[config.mk]
export PLATFORM = sky130hd
export DESIGN_NAME = exc_mask_arb
export DESIGN_NICKNAME = d
export VERILOG_FILES = /design/src/rtl/exc_mask_pkg.sv /design/src/rtl/exc_mask_regs.sv /design/src/rtl/exc_mask_filter.sv /design/src/rtl/exc_prio_select.sv /design/src/rtl/exc_mask_arb.sv
export SDC_FILE = /design/constraint.sdc
export NUM_CORES = 1
export LEC_CHECK = 0
export BUFFER_PORTS_ARGS = -buffer_cell sky130_fd_sc_hd__buf_4
export CAP_MARGIN = 5
export CORE_UTILIZATION = 57
export CTS_CLUSTER_DIAMETER = 50
export DETAILED_ROUTE_END_ITERATION = 6
export PLACE_DENSITY_LB_ADDON = 0.08
export SYNTH_ARGS = -nofsm -noshare
export SYNTH_HDL_FRONTEND = slang
export SYNTH_SLANG_ARGS = --single-unit
[constraint.sdc]
create_clock -name clk -period 25.8 [get_ports clk]
set_clock_uncertainty 0.1 [all_clocks]
set_input_delay 3.87 -clock clk [delete_from_list [all_inputs] [get_ports clk]]
set_output_delay 3.87 -clock clk [all_outputs]
set_load 0.1 [all_outputs]
[src/rtl/exc_mask_pkg.sv]
// Shared definitions for the exception admission arbiter.
// Assumes: levels are signed, with the two fixed exceptions at -2 and -1.
package exc_mask_pkg;
    typedef enum logic [1:0] {
        MSEL_GLOBAL = 2'd0,
        MSEL_FAULT  = 2'd1,
        MSEL_THRESH = 2'd2,
        MSEL_NONE   = 2'd3
    } mask_sel_e;

    localparam int NMI_LVL = -2;
    localparam int HF_LVL  = -1;
endpackage

[src/rtl/exc_mask_regs.sv]
// Holds the three mask registers and applies software writes.
// Assumes: a write is presented for one cycle; select code 3 is a no-op.
module exc_mask_regs
    import exc_mask_pkg::*;
#(
    parameter int PRIO_W = 8
) (
    input  logic              clk,
    input  logic              rst_n,
    input  logic              we_i,
    input  mask_sel_e         sel_i,
    input  logic [PRIO_W-1:0] wdata_i,
    output logic              gmask_o,
    output logic              fmask_o,
    output logic [PRIO_W-1:0] thresh_o
);
    // Update the selected mask on a write; reset clears all masks.
    always_ff @(posedge clk) begin
        if (!rst_n) begin
            gmask_o  <= 1'b0;
            fmask_o  <= 1'b0;
            thresh_o <= '0;
        end else if (we_i) begin
            case (sel_i)
                MSEL_GLOBAL: gmask_o  <= wdata_i[0];
                MSEL_FAULT:  fmask_o  <= wdata_i[0];
                MSEL_THRESH: thresh_o <= wdata_i;
                default:     ;
            endcase
        end
    end
endmodule

[src/rtl/exc_mask_filter.sv]
// Applies the masks to every request and gives each candidate a signed level.
// Candidate 0 is the non-maskable interrupt, 1 is the hard fault, and 2+i is
// programmable request i.
// Assumes: programmable priorities are unsigned and lower means more urgent.
module exc_mask_filter
    import exc_mask_pkg::*;
#(
    parameter int NUM_IRQ = 8,
    parameter int PRIO_W  = 8,
    localparam int LW     = PRIO_W + 2,
    localparam int NC     = NUM_IRQ + 2
) (
    input  logic                      nmi_pend_i,
    input  logic                      hf_pend_i,
    input  logic [NUM_IRQ-1:0]        irq_pend_i,
    input  logic [NUM_IRQ*PRIO_W-1:0] irq_prio_i,
    input  logic                      gmask_i,
    input  logic                      fmask_i,
    input  logic [PRIO_W-1:0]         thresh_i,
    output logic [NC-1:0]             cand_vld_o,
    output logic [NC*LW-1:0]          cand_lvl_o
);
    // The fixed exceptions: only the fault mask can block the hard fault.
    assign cand_vld_o[0]      = nmi_pend_i;
    assign cand_lvl_o[0+:LW]  = LW'(NMI_LVL);
    assign cand_vld_o[1]      = hf_pend_i && !fmask_i;
    assign cand_lvl_o[LW+:LW] = LW'(HF_LVL);

    // One masking slice per programmable request.
    for (genvar g = 0; g < NUM_IRQ; g++) begin : g_irq
        logic [PRIO_W-1:0] prio;
        logic              thr_hit;
        assign prio    = irq_prio_i[g*PRIO_W +: PRIO_W];
        assign thr_hit = (thresh_i != '0) && (prio >= thresh_i);
        assign cand_vld_o[g+2] = irq_pend_i[g] && !gmask_i && !fmask_i && !thr_hit;
        assign cand_lvl_o[(g+2)*LW +: LW] = {2'b00, prio};
    end
endmodule

[src/rtl/exc_prio_select.sv]
// Finds the most urgent valid candidate, taking the lowest index on a tie, and
// decides whether it may preempt the current level.
// Assumes: candidate index order matches ascending exception number.
module exc_prio_select #(
    parameter int NC = 10,
    parameter int LW = 10,
    parameter int IW = 4
) (
    input  logic [NC-1:0]        cand_vld_i,
    input  logic [NC*LW-1:0]     cand_lvl_i,
    input  logic signed [LW-1:0] cur_lvl_i,
    output logic                 take_o,
    output logic [IW-1:0]        idx_o
);
    logic                 best_vld;
    logic signed [LW-1:0] best_lvl;
    logic signed [LW-1:0] lvl_c;
    logic [IW-1:0]        best_idx;

    // Linear scan; a strict compare keeps the earlier index on equal levels.
    always_comb begin
        best_vld = 1'b0;
        best_lvl = '0;
        best_idx = '0;
        lvl_c    = '0;
        for (int i = 0; i < NC; i++) begin
            lvl_c = cand_lvl_i[i*LW +: LW];
            if (cand_vld_i[i] && (!best_vld || (lvl_c < best_lvl))) begin
                best_vld = 1'b1;
                best_lvl = lvl_c;
                best_idx = IW'(i);
            end
        end
    end

    // Preemption needs a strictly more urgent level than the running one.
    assign take_o = best_vld && (best_lvl < cur_lvl_i);
    assign idx_o  = best_idx;
endmodule

[src/rtl/exc_mask_arb.sv]
// Top of the exception admission arbiter: mask registers, per-request
// filtering, winner selection and registered outputs.
// Assumes: cur_prio_i is a signed level (-2, -1, 0..2^PRIO_W), with the
// largest value meaning no active exception.
module exc_mask_arb
    import exc_mask_pkg::*;
#(
    parameter int NUM_IRQ  = 8,
    parameter int PRIO_W   = 8,
    parameter int NUM_W    = 8,
    parameter int NMI_NUM  = 2,
    parameter int HF_NUM   = 3,
    parameter int IRQ_BASE = 16
) (
    input  logic                      clk,
    input  logic                      rst_n,
    input  logic                      nmi_pend_i,
    input  logic                      hf_pend_i,
    input  logic [NUM_IRQ-1:0]        irq_pend_i,
    input  logic [NUM_IRQ*PRIO_W-1:0] irq_prio_i,
    input  logic signed [PRIO_W+1:0]  cur_prio_i,
    input  logic                      mask_we_i,
    input  logic [1:0]                mask_sel_i,
    input  logic [PRIO_W-1:0]         mask_wdata_i,
    output logic                      take_o,
    output logic [NUM_W-1:0]          exc_num_o
);
    localparam int LW = PRIO_W + 2;
    localparam int NC = NUM_IRQ + 2;
    localparam int IW = $clog2(NC);

    logic              gmask_q;
    logic              fmask_q;
    logic [PRIO_W-1:0] thresh_q;
    logic [NC-1:0]     cand_vld;
    logic [NC*LW-1:0]  cand_lvl;
    logic              take_c;
    logic [IW-1:0]     win_idx;
    logic [NUM_W-1:0]  num_c;

    exc_mask_regs #(.PRIO_W(PRIO_W)) u_regs (
        .clk      (clk),
        .rst_n    (rst_n),
        .we_i     (mask_we_i),
        .sel_i    (mask_sel_e'(mask_sel_i)),
        .wdata_i  (mask_wdata_i),
        .gmask_o  (gmask_q),
        .fmask_o  (fmask_q),
        .thresh_o (thresh_q)
    );

    exc_mask_filter #(.NUM_IRQ(NUM_IRQ), .PRIO_W(PRIO_W)) u_filter (
        .nmi_pend_i (nmi_pend_i),
        .hf_pend_i  (hf_pend_i),
        .irq_pend_i (irq_pend_i),
        .irq_prio_i (irq_prio_i),
        .gmask_i    (gmask_q),
        .fmask_i    (fmask_q),
        .thresh_i   (thresh_q),
        .cand_vld_o (cand_vld),
        .cand_lvl_o (cand_lvl)
    );

    exc_prio_select #(.NC(NC), .LW(LW), .IW(IW)) u_sel (
        .cand_vld_i (cand_vld),
        .cand_lvl_i (cand_lvl),
        .cur_lvl_i  (cur_prio_i),
        .take_o     (take_c),
        .idx_o      (win_idx)
    );

    // Map the winning candidate index to its exception number.
    always_comb begin
        if (win_idx == '0) begin
            num_c = NUM_W'(NMI_NUM);
        end else if (win_idx == IW'(1)) begin
            num_c = NUM_W'(HF_NUM);
        end else begin
            num_c = NUM_W'(IRQ_BASE) + NUM_W'(win_idx) - NUM_W'(2);
        end
    end

    // Register the decision; the number reads zero when nothing is taken.
    always_ff @(posedge clk) begin
        if (!rst_n) begin
            take_o    <= 1'b0;
            exc_num_o <= '0;
        end else begin
            take_o    <= take_c;
            exc_num_o <= take_c ? num_c : '0;
        end
    end
endmodule

==> metrics.txt <==
status=complete, no violations; input/output buffers=102; Placement Setup Slack=2210 ps; CTS Root Cell=clkbuf_8; clk buf depth=2; GRT overflow=0; peak supply drop=0.0000439 V; final setup TNS=0 ps; CTS tree=built; die width=around 95 um; clock slew seen by the registers of the worst setup and hold paths=70 ps; Clock Sinks=16; final core occ=between 60 and 70%; Hold Crit Class=reg -> reg; Remaining DRCs=0; clk_lat worst skew=250 ps; Avg Inst Size Synth=7.71 um2; WL final=15.5 mm; kind of end point of the critical path=flop; Rows=33; post-synthesis async set-or-reset flop share=0%; flop2flop setup slack=5120 ps; slack of the critical path=approximately 2200 ps; Post-synth EDFFs=0; crit start category=input pin; synthesized area=4880 um2; library cells used by synthesis=74; pin count of the biggest net entering global routing=31; Worst EP required=25870 ps; Vias=5275; total CTS buffers=3; postcts setup bufs=0; post-cts resize count=0; wire length per cell=18.7 um; Final min period=23620 ps; WP data arrival=between 20000 and 25000 ps; Chip Height=94.5 um; hold buffer count at cts=0; Critical Path Fanout Max=30; Final Cycle Share=91.6%; pwr dens=between 30 and 40 nW/um2; DR vias/cell=6.35; post-synthesis cell count=633; CTS H-Tree Depth=1; Placeable Area=8260 um2; GRT Total Usage=35.0%; nets=approximately 950; initial core utilization=between 50% and 60%; Final ANT Viol Nets=0; synthesis-to-layout area growth=18.3%; CP peak stage delay=730 ps; Finish-stage setup viols=0; Post-DP HPWL=between 10 and 15 mm; top-level port count=106; CP most frequent cell=a21o_1; layout cells sized above 1=roughly a fifth; vias in the first global route=~5100; CP max-delay cell=nand3_1; Max Fclk=0.0423 GHz; dominant synthesized flop cell=dfxtp_1; total die area=about 8900 um2; fin. max-slew vios=0; Worst-Margin Slew=1110 ps; post-synthesis sequential area ratio=between 6 and 7%; gpl congestion=about 0.96; RSZ-0062 raised after global routing=false; initial antenna violation count=0; DR iter-0 viols=253; Inserted Diodes=0; slew margin rel.=24.5%; critical path class=in -> reg; number of synthesized register bits=16; max_cap viols=0; DR pass1 iterations=5; Final Hold Vio Count=0; global-route wire length before repair=~24 mm; YS warnings=0; Leak Pwr=2.99 nW
layout make-up:
cell class | instances | area, um2
multi-input combinational | 537 | 4240
clock buffer | 4 | 55.1
tap | 105 | 131
sequential | 16 | 320
fill | 690 | 2490
inverter | 64 | 240
timing repair buffer | 105 | 788
worst max-delay path, delay by kind of cell:
family,cells,cell delay (ps)
compound gates,48,10250
simple gates,23,5330
fa+ha+maj,9,2660
mux,3,1040
buf+inv,4,520
cell usage in the layout, fill, tap and decap left out, types with 10 or more instances in the layout:
cell / synthesis / routed
a211oi_1: 13 / 13
a21o_1: 34 / 34
a21oi_1: 39 / 39
a31oi_1: 12 / 12
and2_1: 12 / 12
buf_4: 3 / 105
dfxtp_1: 16 / 16
ha_1: 123 / 123
inv_1: 63 / 63
mux2i_1: 24 / 24
nand2_1: 43 / 43
nand2b_1: 15 / 15
nand3_1: 10 / 10
nor2_1: 33 / 33
nor2b_1: 16 / 16
o21ai_0: 38 / 38
per-stage QoR:
| step | instance area (um2) | cells | hold slack [ps] | total power, mW |
|---|---|---|---|---|
| floorplan | 4890 | 635 | 383 | 0.146 |
| global placement | 5720 | 827 | 403 | 0.189 |
| detailed placement | 5720 | 827 | 432 | 0.194 |
| CTS | 5770 | 831 | 449 | 0.216 |
| global route | 5770 | 831 | 463 | 0.239 |
| finish | 5770 | 831 | 448 | 0.219 |
sequential cells by signal (all words and copies together) (netlist names):
| name | count |
|---|---|
| u_regs.thresh_o | 8 |
| take_o | 1 |
| exc_num_o | 5 |
| u_regs.gmask_o | 1 |
| u_regs.fmask_o | 1 |
cells in the mapped netlist, types with 5 or more instances:
| master | count | area, um2 |
|---|---|---|
| ha_1 | 123 | 1540 |
| or3_1 | 5 | 31.3 |
| a211oi_1 | 13 | 97.6 |
| o211a_1 | 5 | 50.1 |
| nand2_1 | 43 | 161 |
| mux2i_1 | 24 | 240 |
| inv_1 | 63 | 236 |
| clkbuf_1 | 10 | 37.5 |
| nand3_1 | 10 | 50.1 |
| or2_2 | 5 | 31.3 |
| nor2_1 | 33 | 124 |
| and2_1 | 12 | 75.1 |
| nor2b_1 | 16 | 100 |
| nor3_1 | 5 | 25.0 |
| a21o_1 | 34 | 255 |
| mux2_2 | 7 | 78.8 |
| a31oi_1 | 12 | 75.1 |
| nand2b_1 | 15 | 93.8 |
| o211ai_1 | 6 | 45.0 |
| dfxtp_1 | 16 | 320 |
| nand4_1 | 8 | 50.1 |
| a21oi_1 | 39 | 195 |
| o21ai_0 | 38 | 190 |
per-layer routing:
layer,vias to the layer above,GRT usage (%),wire [um]
li1,2557,-,-
met1,2404,40.7,6240
met2,246,60.3,7180
met3,68,6.28,1250
met4,0,19.3,824
met5,-,0,0
path summary, 6_finish.rpt:
path	from	endpoint	cells after the start
worst max-delay path	irq_prio_i[6]	exc_num_o[2]	87
worst min-delay path	u_regs.thresh_o[4]	u_regs.thresh_o[4]	2
worst max register to register	u_regs.thresh_o[4]	exc_num_o[2]	87
worst min register to register	u_regs.thresh_o[4]	u_regs.thresh_o[4]	2
logic make-up after synthesis:
kind of cell	count (synthesis)	synth area share, %
simple gates	179	19.5
fa+ha+maj	123	31.5
compound gates	201	29.0
mux	31	6.54
buf+inv	82	6.77
flops	16	6.57
other cells	1	0.0769
where the power goes:
group          switching [mW]  total, mW  internal (mW)
Clock                 0.00870     0.0222         0.0135
Combinational          0.0999      0.168         0.0684
Sequential            0.00113     0.0283         0.0272
Total                   0.110      0.219          0.109
No activity file was read; power rests on OpenSTA's default activity.
